File: src/rtl/blp_pkg.sv
package blp_pkg;
  localparam int PAT_W     = 128;
  localparam int CODE_W    = 8;
  localparam int PROT_W    = 16;
  localparam int EXT_W     = 192;
  localparam int CODE_LSB  = PAT_W;
  localparam int PROT_LSB  = CODE_LSB + CODE_W;
  localparam int BYP_BIT   = PROT_LSB + PROT_W;
  localparam int FAULT_BIT = BYP_BIT + 1;
  localparam int UNDER_BIT = BYP_BIT + 2;
  localparam int PID_LSB   = 160;
  localparam int PID_FLD_W = EXT_W - PID_LSB;

  typedef logic [EXT_W-1:0] ext_word_t;

  function automatic ext_word_t build_head(input logic [PAT_W-1:0] pat,
                                           input logic [CODE_W-1:0] code,
                                           input logic [PROT_W-1:0] prot,
                                           input logic under);
    ext_word_t w;
    w = '0;
    w[PAT_W-1:0]               = pat;
    w[CODE_LSB +: CODE_W]      = code;
    w[PROT_LSB +: PROT_W]      = prot;
    w[UNDER_BIT]               = under;
    return w;
  endfunction
endpackage

File: src/rtl/blp_ingress.sv
module blp_ingress
  import blp_pkg::*;
(
  input  logic              clk,
  input  logic              rst_n,
  input  logic              fid_i,
  input  logic              in_valid_i,
  output logic              in_ready_o,
  input  logic [PAT_W-1:0]  in_pat_i,
  input  logic [CODE_W-1:0] in_code_i,
  output logic              held_full_o,
  output logic [PAT_W-1:0]  held_pat_o,
  output logic [CODE_W-1:0] held_code_o
);
  logic              full_q;
  logic [PAT_W-1:0]  pat_q;
  logic [CODE_W-1:0] code_q;
  logic              take;

  assign in_ready_o  = !full_q;
  assign take        = in_valid_i && !full_q;
  assign held_full_o = full_q;
  assign held_pat_o  = pat_q;
  assign held_code_o = code_q;

  // The slot is consumed by a fiducial; a word taken on that same edge refills it.
  always_ff @(posedge clk or negedge rst_n) begin
    if (!rst_n) begin
      full_q <= 1'b0;
      pat_q  <= '0;
      code_q <= '0;
    end else begin
      if (take) begin
        pat_q  <= in_pat_i;
        code_q <= in_code_i;
      end
      if (fid_i)     full_q <= take;
      else if (take) full_q <= 1'b1;
    end
  end

  p_one_per_fid_r2: assert property (@(posedge clk) disable iff (!rst_n)
    (in_valid_i && in_ready_o && !fid_i) |=> !in_ready_o);
endmodule

File: src/rtl/blp_prot_latch.sv
module blp_prot_latch
  import blp_pkg::*;
(
  input  logic              clk,
  input  logic              rst_n,
  input  logic              prot_valid_i,
  input  logic              prot_bypass_i,
  input  logic [PROT_W-1:0] prot_word_i,
  output logic [PROT_W-1:0] norm_word_o,
  output logic              byp_we_o,
  output logic [PROT_W-1:0] byp_word_o
);
  logic [PROT_W-1:0] prot_q;
  logic              norm_upd;

  assign norm_upd    = prot_valid_i && !prot_bypass_i;
  // Forward a same-cycle update so the head word never misses it.
  assign norm_word_o = norm_upd ? prot_word_i : prot_q;
  assign byp_we_o    = prot_valid_i && prot_bypass_i;
  assign byp_word_o  = prot_word_i;

  always_ff @(posedge clk or negedge rst_n) begin
    if (!rst_n)        prot_q <= '0;
    else if (norm_upd) prot_q <= prot_word_i;
  end
endmodule

File: src/rtl/blp_stages.sv
module blp_stages
  import blp_pkg::*;
#(
  parameter int DEPTH     = 3,
  parameter int BYP_STAGE = 1,   // 1 .. DEPTH-1
  parameter int PID_W     = 17   // <= 32
) (
  input  logic                   clk,
  input  logic                   rst_n,
  input  logic                   fid_i,
  input  ext_word_t              head_i,
  input  logic                   byp_we_i,
  input  logic [PROT_W-1:0]      byp_word_i,
  input  logic                   fault_i,
  input  logic [PID_W-1:0]       pid_q_i,
  output logic [DEPTH*EXT_W-1:0] ahead_o,
  output ext_word_t              now_o
);
  localparam int TGT_IDLE  = BYP_STAGE;
  localparam int TGT_SHIFT = BYP_STAGE + 1;

  ext_word_t        st [DEPTH+1];
  logic [PID_W-1:0] pid_inc;

  assign pid_inc = pid_q_i + PID_W'(1);

  for (genvar k = 0; k <= DEPTH; k++) begin : g_stage
    ext_word_t shifted;
    ext_word_t nxt;

    if (k == 0) begin : g_head
      assign shifted = head_i;
    end else if (k < DEPTH) begin : g_mid
      assign shifted = st[k-1];
    end else begin : g_now
      always_comb begin
        shifted                       = st[k-1];
        shifted[FAULT_BIT]            = fault_i;
        shifted[PID_LSB +: PID_FLD_W] = PID_FLD_W'(pid_inc);
      end
    end

    always_comb begin
      nxt = fid_i ? shifted : st[k];
      // The bypass follows the word it targets when that word moves this cycle.
      if (byp_we_i && (k == (fid_i ? TGT_SHIFT : TGT_IDLE))) begin
        nxt[PROT_LSB +: PROT_W] = byp_word_i;
        nxt[BYP_BIT]            = 1'b1;
      end
    end

    always_ff @(posedge clk or negedge rst_n) begin
      if (!rst_n) st[k] <= '0;
      else        st[k] <= nxt;
    end

    if (k < DEPTH) begin : g_out
      assign ahead_o[k*EXT_W +: EXT_W] = st[k];
    end
  end

  assign now_o = st[DEPTH];

  p_bypass_idle_r6: assert property (@(posedge clk) disable iff (!rst_n)
    (byp_we_i && !fid_i) |=>
      (st[BYP_STAGE][PROT_LSB +: PROT_W] == $past(byp_word_i)) && st[BYP_STAGE][BYP_BIT]);

  p_shift_r3: assert property (@(posedge clk) disable iff (!rst_n)
    (fid_i && !byp_we_i) |=> (st[1] == $past(st[0])));
endmodule

File: src/rtl/blp_track.sv
module blp_track #(
  parameter int DEPTH = 3,
  parameter int PID_W = 17
) (
  input  logic             clk,
  input  logic             rst_n,
  input  logic             fid_i,
  output logic             full_o,
  output logic             now_valid_o,
  output logic [PID_W-1:0] pid_o
);
  localparam int FILL_W = $clog2(DEPTH + 1);

  logic [FILL_W-1:0] fill_q;
  logic              valid_q;
  logic [PID_W-1:0]  pid_q;

  assign full_o      = (fill_q == FILL_W'(DEPTH));
  assign now_valid_o = valid_q;
  assign pid_o       = pid_q;

  always_ff @(posedge clk or negedge rst_n) begin
    if (!rst_n) begin
      fill_q  <= '0;
      valid_q <= 1'b0;
      pid_q   <= '0;
    end else begin
      valid_q <= fid_i && full_o;
      if (fid_i) begin
        pid_q <= pid_q + PID_W'(1);
        if (!full_o) fill_q <= fill_q + FILL_W'(1);
      end
    end
  end

  p_full_sticky_r10: assert property (@(posedge clk) disable iff (!rst_n)
    full_o |=> full_o);
  p_valid_after_fid_r10: assert property (@(posedge clk) disable iff (!rst_n)
    now_valid_o |-> $past(fid_i));
  p_pid_step_r9: assert property (@(posedge clk) disable iff (!rst_n)
    fid_i |=> (pid_o == $past(pid_o) + PID_W'(1)));
endmodule

File: src/rtl/beam_lookahead_pipe.sv
module beam_lookahead_pipe
  import blp_pkg::*;
#(
  parameter int DEPTH     = 3,
  parameter int BYP_STAGE = 1,
  parameter int PID_W     = 17
) (
  input  logic                   clk,
  input  logic                   rst_n,
  input  logic                   fid_i,
  input  logic                   sched_valid_i,
  output logic                   sched_ready_o,
  input  logic [PAT_W-1:0]       sched_pat_i,
  input  logic [CODE_W-1:0]      sched_code_i,
  input  logic                   prot_valid_i,
  input  logic                   prot_bypass_i,
  input  logic [PROT_W-1:0]      prot_word_i,
  input  logic                   bcs_fault_i,
  output logic [DEPTH*EXT_W-1:0] ahead_pat_o,
  output logic                   ahead_full_o,
  output logic                   now_valid_o,
  output logic [EXT_W-1:0]       now_pat_o,
  output logic [PID_W-1:0]       now_pid_o
);
  logic              held_full;
  logic [PAT_W-1:0]  held_pat;
  logic [CODE_W-1:0] held_code;
  logic [PROT_W-1:0] norm_word;
  logic              byp_we;
  logic [PROT_W-1:0] byp_word;
  ext_word_t         head_word;

  blp_ingress u_ingress (
    .clk(clk), .rst_n(rst_n), .fid_i(fid_i),
    .in_valid_i(sched_valid_i), .in_ready_o(sched_ready_o),
    .in_pat_i(sched_pat_i), .in_code_i(sched_code_i),
    .held_full_o(held_full), .held_pat_o(held_pat), .held_code_o(held_code)
  );

  blp_prot_latch u_prot (
    .clk(clk), .rst_n(rst_n),
    .prot_valid_i(prot_valid_i), .prot_bypass_i(prot_bypass_i), .prot_word_i(prot_word_i),
    .norm_word_o(norm_word), .byp_we_o(byp_we), .byp_word_o(byp_word)
  );

  assign head_word = build_head(held_full ? held_pat : '0,
                                held_full ? held_code : '0,
                                norm_word, !held_full);

  blp_stages #(.DEPTH(DEPTH), .BYP_STAGE(BYP_STAGE), .PID_W(PID_W)) u_stages (
    .clk(clk), .rst_n(rst_n), .fid_i(fid_i), .head_i(head_word),
    .byp_we_i(byp_we), .byp_word_i(byp_word), .fault_i(bcs_fault_i),
    .pid_q_i(now_pid_o), .ahead_o(ahead_pat_o), .now_o(now_pat_o)
  );

  blp_track #(.DEPTH(DEPTH), .PID_W(PID_W)) u_track (
    .clk(clk), .rst_n(rst_n), .fid_i(fid_i),
    .full_o(ahead_full_o), .now_valid_o(now_valid_o), .pid_o(now_pid_o)
  );

  p_fault_mark_r8: assert property (@(posedge clk) disable iff (!rst_n)
    (fid_i && bcs_fault_i) |=> now_pat_o[FAULT_BIT]);
  p_pid_tag_r9: assert property (@(posedge clk) disable iff (!rst_n)
    fid_i |=> (now_pat_o[PID_LSB +: PID_W] == now_pid_o));
  p_underrun_r4: assert property (@(posedge clk) disable iff (!rst_n)
    (fid_i && sched_ready_o) |=> ahead_pat_o[UNDER_BIT]);
  p_hold_r11: assert property (@(posedge clk) disable iff (!rst_n)
    (!fid_i && !(prot_valid_i && prot_bypass_i)) |=> $stable(ahead_pat_o));
endmodule

File: config.mk
export PLATFORM = sky130hd
export DESIGN_NAME = beam_lookahead_pipe
export DESIGN_NICKNAME = d
export VERILOG_FILES = /design/src/rtl/blp_pkg.sv /design/src/rtl/blp_ingress.sv /design/src/rtl/blp_prot_latch.sv /design/src/rtl/blp_stages.sv /design/src/rtl/blp_track.sv /design/src/rtl/beam_lookahead_pipe.sv
export SDC_FILE = /design/constraint.sdc
export NUM_CORES = 1
export LEC_CHECK = 0
export BUFFER_PORTS_ARGS = -buffer_cell sky130_fd_sc_hd__buf_2
export CORE_AREA = 3 3 364 366
export DETAILED_ROUTE_END_ITERATION = 6
export DIE_AREA = 0 0 367 369
export GPL_TIMING_DRIVEN = 0
export PLACE_DENSITY_LB_ADDON = 0.2
export SYNTH_ARGS = -nofsm -noshare
export SYNTH_HDL_FRONTEND = slang
export SYNTH_SLANG_ARGS = --single-unit
File: constraint.sdc
create_clock -name clk -period 4.65 [get_ports clk]
set_clock_uncertainty 0.2 [all_clocks]
set_input_delay 0.2325 -clock clk [delete_from_list [all_inputs] [get_ports clk]]
set_output_delay 0.2325 -clock clk [all_outputs]
set_load 0.01 [all_outputs]
==> results.cfg, run 1 <==
[final_layout]
area.sequential_um2 = 19700
most-common-layout-cells = 853 x sky130_fd_sc_hd__buf_2, 789 x sky130_fd_sc_hd__dfrtp_1, 584 x sky130_fd_sc_hd__mux2_2, 193 x sky130_fd_sc_hd__buf_4, 164 x sky130_fd_sc_hd__dlygate4sd3_1
final_cell_count_no_fill = 4979
multi_input_gate_area_in_the_final_layout_um2 = 9270
most_common_cell_after_layout_fill_and_taps_aside = sky130_fd_sc_hd__buf_2
layout.nets = 3328
postLayoutCellArea_um2 = 41900
fill_cell_instance_count_of_the_final_layout = 13300
area_growth_pct = 38.5
drive_gt1_share_pct = 55.0

[die]
die_width_um = 367
initial_util_pct = 23.4
die-height_um = 369
design.portCount = 947
core_area_um2 = 129000
std_cell_rows = 132
dieArea_um2 = 135000

[worst_setup_path]
critPathArrivalTime_ns = 3.06
worstPathRequired_ns = 5.19
critPathMaxFanout = 113
setup.worst_path.end_class = asynchronous set/reset pin
timing.critical_path.from_type = input port
ff2ff_path_depth = 4
critPathKind = input port to asynchronous set/reset pin

[logic_synthesis]
post_synth_num_cell_types = 31
seq_area_frac_synth_pct = 65.2
post_synth_instance_area_um2 = 30300
ys.warnings.count = 0
synth_cells = 1954
synth_area_per_cell_um2 = 15.5
post_synthesis_register_bit_count = 789

[routing]
detailedRoute.firstPassIterationCount = 4
starting_drt_drc_count = 801
route.antenna.remaining_nets = 0
remaining_drc_errors = 0
routedWlPerCell_um = 21.5
routed_wl_um = 107000
vias = 20000
avgViaCountPerCell = 4.01

[clocking]
level_count_of_the_clock_h_tree = 3
clockRootBuffer = sky130_fd_sc_hd__clkbuf_16
post_cts.repair.setup_buffers = 0
clock_pin_slew_on_the_worst_setup_and_hold_paths_ns = 0.05
clock_sinks = 789
insertion_delay_ns = 0.67
clockBufferDepth = 3
cts_tree = built
cts_buffers = 93

[global_routing]
use_met2_pct = 26.5
grt.overflow.total = 0
groute.layer.met3.usage_pct = 4.83
global_route.peak_usage_layer = met2
met1_usage_pct = 19.0
grt_max_degree = 114
grt_pass1_wl_um = 155000
grt_antenna_before_repair = 12
grtUsageTotal_pct = 15.5
via_count_of_the_first_global_routing_pass = 21000

[timing]
timing.slew.headroom_pct = 39.6
layout_worst_path_cycle_share_pct = 54.3
hold_violations = 0
setup-tns-final_ns = 0
finalMaxSlewViolations = 0
layout_min_cycle_time_ns = 2.53
worst-slew-pin-transition_ns = 0.906
rsz_0062_raised_after_global_routing = no
fin_ws_ns = 2.12
finalSetupViolations = 0
max_freq_mhz = 396

[power_and_ir_drop]
cell_leakage_power_nw = 21.4
worst_vdd_drop_v = 0.000320
power_density_of_the_placed_cells_nw_per_um2 = 506

[placement]
dp_worst_setup_slack_ns = 1.96
dpl.cell_count = 4649
portBuffers = 811
dp_hpwl_um = 81400
detailed_place.area_um2 = 37300
finalWeightedCongestion = 0.752

[run_status]
run_status = complete, no violations

[min_path]
hp-class = input port to register
hold-path-cell-count = 6

[run]
maxCapViolations = 0
layout make-up:
| cell class | count | share of cell area [%] |
|---|---|---|
| multi-input cells | 1038 | 22.1 |
| flip-flops and latches | 789 | 47.1 |
| clock buffers | 144 | 6.66 |
| repair buffers | 984 | 14.2 |
| diodes | 5 | 0.0298 |
| well taps | 1742 | 5.20 |
| clock inverters | 16 | 0.472 |
| inverters | 3 | 0.0269 |
| plain buffers | 258 | 4.19 |
registers in the layout, summed over array words and instances, names as in the netlist:
| signal | flops |
|---|---|
| u_stages.g_stage.shifted | 307 |
| u_track.fill_q | 2 |
| u_prot.prot_q | 16 |
| u_track.now_valid_o | 1 |
| u_track.pid_o | 17 |
| u_ingress.held_pat_o | 128 |
| u_stages.ahead_o | 154 |
| u_ingress.held_full_o | 1 |
| u_stages.now_o | 155 |
| u_ingress.held_code_o | 8 |
final timing paths:
kind,slack [ns],endpoint,from
min in group asynchronous,0.50,u_ingress.held_pat_o[2]$_DFFE_PN0P_,rst_n
hold / removal,0.12,u_stages.g_stage[1].shifted[142]$_DFFE_PN0P_,prot_valid_i
setup / recovery,2.12,u_stages.now_o[46]$_DFFE_PN0P_,rst_n
setup reg to reg,2.33,u_stages.g_stage[1].shifted[93]$_DFFE_PN0P_,u_ingress.held_full_o$_DFFE_PN0P_
max in group clk,2.30,u_stages.g_stage[1].shifted[93]$_DFFE_PN0P_,fid_i
hold reg to reg,0.28,u_stages.g_stage[1].shifted[92]$_DFFE_PN0P_,u_ingress.held_pat_o[92]$_DFFE_PN0P_
critical path: stages:
cell                            delay, ns
sky130_fd_sc_hd__dlygate4sd3_1       0.52
sky130_fd_sc_hd__dlygate4sd3_1       0.58
sky130_fd_sc_hd__buf_8               0.16
sky130_fd_sc_hd__buf_16              0.33
sky130_fd_sc_hd__buf_16              0.41
sky130_fd_sc_hd__buf_16              0.45
cell families (layout without fill, tap and decap cells):
logic type | count (synthesis) | after routing | share of synthesized area [%]
DFF | 789 | 789 | 65.2
muxes | 600 | 600 | 22.2
buffers and inverters | 261 | 1405 | 5.83
AOI/OAI and AO/OA | 171 | 171 | 4.52
and+or+nand+nor | 113 | 113 | 1.61
xor gates and xnor gates | 17 | 17 | 0.492
adders and majority gates | 2 | 2 | 0.0826
other | 1 | 140 | 0.0124
Yosys cell counts:
master | count | area share [%]
sky130_fd_sc_hd__buf_1 | 7 | 0.087
sky130_fd_sc_hd__nand4_2 | 1 | 0.041
sky130_fd_sc_hd__mux2i_1 | 16 | 0.53
sky130_fd_sc_hd__conb_1 | 1 | 0.012
sky130_fd_sc_hd__nor2_1 | 84 | 1.0
sky130_fd_sc_hd__nor2b_1 | 1 | 0.021
sky130_fd_sc_hd__and3_1 | 1 | 0.021
sky130_fd_sc_hd__and2_1 | 1 | 0.021
sky130_fd_sc_hd__buf_6 | 1 | 0.037
sky130_fd_sc_hd__clkbuf_1 | 14 | 0.17
sky130_fd_sc_hd__a22o_1 | 136 | 3.9
sky130_fd_sc_hd__a21o_1 | 1 | 0.025
sky130_fd_sc_hd__inv_2 | 1 | 0.012
sky130_fd_sc_hd__buf_2 | 43 | 0.71
sky130_fd_sc_hd__nor4_1 | 1 | 0.021
sky130_fd_sc_hd__nand2_1 | 10 | 0.12
sky130_fd_sc_hd__a21oi_1 | 34 | 0.56
sky130_fd_sc_hd__mux2_2 | 584 | 22
sky130_fd_sc_hd__nand3_1 | 2 | 0.033
sky130_fd_sc_hd__nand4_1 | 4 | 0.083
sky130_fd_sc_hd__and4_1 | 1 | 0.029
sky130_fd_sc_hd__nor3_1 | 2 | 0.033
sky130_fd_sc_hd__inv_1 | 2 | 0.025
sky130_fd_sc_hd__dfrtp_1 | 789 | 65
sky130_fd_sc_hd__nor2_4 | 1 | 0.037
sky130_fd_sc_hd__ha_1 | 2 | 0.083
sky130_fd_sc_hd__buf_4 | 193 | 4.8
sky130_fd_sc_hd__nor3_2 | 2 | 0.066
sky130_fd_sc_hd__xor2_1 | 7 | 0.20
sky130_fd_sc_hd__xnor2_1 | 10 | 0.29
sky130_fd_sc_hd__nand2b_1 | 2 | 0.041
repair_timing:
action                     4_1_cts  5_1_grt
setup endpoints to repair        0        0
hold buffers                   165        0
resized for setup                0        0
hold endpoints to repair       437        0
metrics by stage:
stage	total power, mW	hold WS [ns]	util [%]
after floorplan	11.6	-0.263	-
after global placement	14.1	0.265	28.6
after detailed placement	14.1	-0.000108	28.8
after CTS	21.7	0.0443	32.4
after global routing	22.4	0.0818	32.4
final	21.2	0.122	32.4
metal layers:
metal / vias up / wire [µm]
met5: - / 22
met4: 4 / 2120
met3: 126 / 7380
met2: 577 / 53400
met1: 10200 / 44400
li1: 9089 / -
where the power goes:
| group | internal [mW] | switching, mW | total [mW] |
|---|---|---|---|
| clock | 4.32 | 2.90 | 7.22 |
| combinational | 2.24 | 2.31 | 4.55 |
| sequential | 8.32 | 1.13 | 9.46 |
Power figures use the tool's default switching activity.
==> run 2, diff against run 1 <==
ABC_AREA = 1   (was default)
CORE_AREA = 3 3 367 369   (was 3 3 364 366)
DIE_AREA = 0 0 370 372   (was 0 0 367 369)
clock period = 2 ns   (was 4.65 ns; I/O delays follow)
==> run 2 against run 1 <==
Net effect:
- the run now ends with hold timing left
- largest cell class unchanged
- utilization is 1.1 points higher
- synthesized cell count is 68% higher
- wire length is 23% higher
- total power is 130% higher
- hold slack worse by 1.0 ns
- cell area is 4.9% higher
- final cell count is 29% higher
- non-clock buffer count is 177 higher
- highest routed layer unchanged
- critical endpoint is now u_ingress.held_pat_o[26]$_DFFE_PN0P_
- via count is 32% higher
- register-to-register slack worse by 2.2 ns
- sequential power is 120% higher
- global-route usage is 3.2 points higher
==> results.cfg, run 2 <==
[logic_synthesis]
post_synth_instance_area_um2 = 30900
synth.most_common_cell = sky130_fd_sc_hd__nand2_1
synth.top_cells.by_count = 1508 x sky130_fd_sc_hd__nand2_1, 789 x sky130_fd_sc_hd__dfrtp_1, 165 x sky130_fd_sc_hd__buf_4
post_synthesis_register_bit_count = 789
synth_area_per_cell_um2 = 9.42
post_synth_edffs = 0
synth_cells = 3282
post_synth_num_cell_types = 29
share_of_the_synthesized_area_in_the_top_cell_type_pct = 63.8
netlist_top_cells_area = sky130_fd_sc_hd__dfrtp_1 64%, sky130_fd_sc_hd__nand2_1 18%, sky130_fd_sc_hd__buf_4 4.0%
seq_area_frac_synth_pct = 63.8
synth.largest_area_cell = sky130_fd_sc_hd__dfrtp_1
postSynth.topFlopCell = sky130_fd_sc_hd__dfrtp_1
ys.warnings.count = 0
synth-async-reset-ratio_pct = 100

[routing]
starting_drt_drc_count = 1638
routed_wl_um = 132000
remaining_drc_errors = 0
routedWlPerCell_um = 20.4
detailedRoute.firstPassIterationCount = 5
vias = 26300
avgViaCountPerCell = 4.09
route.antenna.remaining_nets = 0

[worst_setup_path]
critical-path-max-stage-delay_ns = 0.39
worst_path_max_delay_cell = sky130_fd_sc_hd__dfrtp_1
critPathArrivalTime_ns = 2.27
critPathMaxFanout = 10
setup.worst_path.end_class = register
timing.reg2reg.setup_slack_ns = 0.10
timing.critical_path.cells = inv_1, nand2_1, buf_8, buf_8, buf_2, a21oi_1
ff2ff_path_depth = 6
critical_path_most_common_cell = sky130_fd_sc_hd__buf_8
worstPathRequired_ns = 2.37
reg_to_reg_critical_path_endpoint = u_ingress.held_pat_o[26]$_DFFE_PN0P_
critPathKind = register to register
critical_path.reg2reg.startpoint = u_ingress.held_full_o$_DFFE_PN0P_
timing.critical_path.from_type = register

[timing]
finalMaxSlewViolations = 0
layout_min_cycle_time_ns = 1.90
max_freq_mhz = 527
rsz_0062_raised_after_global_routing = no
timing.slew.headroom_pct = 38.7
finalSetupViolations = 0
holdWs_ns = -0.888
fin_ws_ns = 0.102
hold_violations = 307
setup-tns-final_ns = 0
layout_worst_path_cycle_share_pct = 94.9
worst-slew-pin-transition_ns = 0.920

[final_layout]
area_growth_pct = 42.2
postLayoutCellArea_um2 = 44000
layout.nets = 4773
most-common-layout-cells = 1507 x sky130_fd_sc_hd__nand2_1, 923 x sky130_fd_sc_hd__buf_2, 789 x sky130_fd_sc_hd__dfrtp_1, 278 x sky130_fd_sc_hd__dlygate4sd3_1, 164 x sky130_fd_sc_hd__buf_4
drive_gt1_share_pct = 27.9
most_common_cell_after_layout_fill_and_taps_aside = sky130_fd_sc_hd__nand2_1
core_util_final_pct = 33.5
largest_register_ff_count = 307

[global_routing]
grt.overflow.total = 0
grt_max_degree = 114
grt_antenna_before_repair = 16
grt_pass1_wl_um = 188000
grtUsageTotal_pct = 18.7
via_count_of_the_first_global_routing_pass = 26400

[run_status]
run_status = complete, but fails checks
failed_checks = hold timing

[clocking]
clock_sinks = 789
clockBufferDepth = 3
level_count_of_the_clock_h_tree = 3
clock_pin_slew_on_the_worst_setup_and_hold_paths_ns = 0.06
cts_hold_buf = 279
cts_tree = built
clockRootBuffer = sky130_fd_sc_hd__clkbuf_16
cts_buffers = 96
insertion_delay_ns = 0.71

[run]
maxCapViolations = 0

[die]
dieArea_um2 = 138000
initial_util_pct = 23.5
design.portCount = 947
die-height_um = 372
core_area_um2 = 131000
std_cell_rows = 133
die_width_um = 370

[min_path]
hp-class = input port to asynchronous set/reset pin

[power_and_ir_drop]
power.internal_mw = 32.8
power.sequential.fraction_pct = 43.5
cell_leakage_power_nw = 24.4
clock_power_share_pct = 36.1
power_density_of_the_placed_cells_nw_per_um2 = 1100
worst_vdd_drop_v = 0.000659
p_comb_share_pct = 20.4
power_switching_share_pct = 32.5
p_sw_mw = 15.8

[placement]
dp_hpwl_um = 98500
dp_worst_setup_slack_ns = -0.963
detailed_place.area_um2 = 37900
finalWeightedCongestion = 0.832
portBuffers = 811
run 2: changes by cell type in the layout (fill, tap and decap cells not counted), sizes merged, moves of 40 or more:
cell	change
a21oi	+66
nand2	+1500
inv	+143
o21ai	+152
nor2	+40
mux2	-547
buf	+41
dlygate4sd3	+114
a22o	-99
run 2: worst max path at each step:
stage                                      startpoint                                      endpoint  slack, ns  cells past startpoint
detailed placement                              rst_n               u_stages.now_o[116]$_DFFE_PN0P_      -0.96                      5
floorplan                u_track.pid_o[0]$_DFFE_PN0P_                 u_track.pid_o[14]$_DFFE_PN0P_       0.54                      6
finish              u_ingress.held_full_o$_DFFE_PN0P_          u_ingress.held_pat_o[26]$_DFFE_PN0P_       0.10                      6
CTS                 u_ingress.held_full_o$_DFFE_PN0P_          u_ingress.held_pat_o[85]$_DFFE_PN0P_       0.03                      6
global route        u_ingress.held_full_o$_DFFE_PN0P_          u_ingress.held_pat_o[26]$_DFFE_PN0P_      0.004                      6
global placement                                rst_n  u_stages.g_stage[1].shifted[128]$_DFFE_PN0P_     -17.91                      1
run 2: repair_timing:
action,in CTS,in global routing
gates cloned,1,1
endpoints found under the setup margin,189,154
resized for setup,5,13
buffers inserted,0,0
endpoints found under the hold margin,480,261
run 2: final cells by class:
type                    count  area, µm²
flip-flops and latches    789      19700
plain buffers             320       2080
clock buffers             143       2800
clock inverters            24        369
well taps                1755       2200
multi-input cells        2161       9110
diodes                     11       27.5
repair buffers           1099       7120
inverters                 145        544
fillers                 14000      87500
run 2: power by group through the flow:
stage / Sequential (mW) / Combinational [mW] / Clock (mW)
2_1_floorplan: 21.8 / 3.48 / 0
3_3_place_gp: 21.4 / 9.47 / 0
3_5_place_dp: 21.4 / 9.60 / 0
4_1_cts: 21.1 / 10.1 / 18.0
5_1_grt: 21.5 / 10.9 / 18.7
6_report: 21.1 / 9.90 / 17.5
run 2: logic make-up after synthesis:
family                   after synthesis  share of synthesized area, %
XOR/XNOR                              10                         0.283
buffers and inverters                466                          8.37
adder cells (fa/ha/maj)                2                        0.0809
other                                  1                        0.0121
AO/OA/AOI/OAI                        309                          5.64
multiplexers                          37                          1.35
AND/OR/NAND/NOR                     1668                          20.4
flip-flops                           789                          63.8
run 2: per-stage QoR:
| stage | total power, mW | cells |
|---|---|---|
| 2_1_floorplan | 25.2 | 3416 |
| 3_3_place_gp | 30.8 | 5982 |
| 3_5_place_dp | 31.0 | 5989 |
| 4_1_cts | 49.3 | 6435 |
| 5_1_grt | 51.2 | 6439 |
| 6_report | 48.6 | 6447 |
run 2: critical path, delay by kind of cell, from the launching register on:
family	cells	cell delay, ns
buffers and inverters	4	0.91
AND/OR/NAND/NOR	1	0.11
flip-flops	1	0.39
AO/OA/AOI/OAI	1	0.11
run 2: per-layer routing:
layer | GRT usage (%) | vias up | part of all wire, %
met4 | 7.10 | 4 | 4.0
met5 | 0 | - | 0.021
met1 | 23.5 | 12800 | 42
met2 | 30.7 | 771 | 48
li1 | - | 12600 | -
met3 | 4.72 | 221 | 6.5
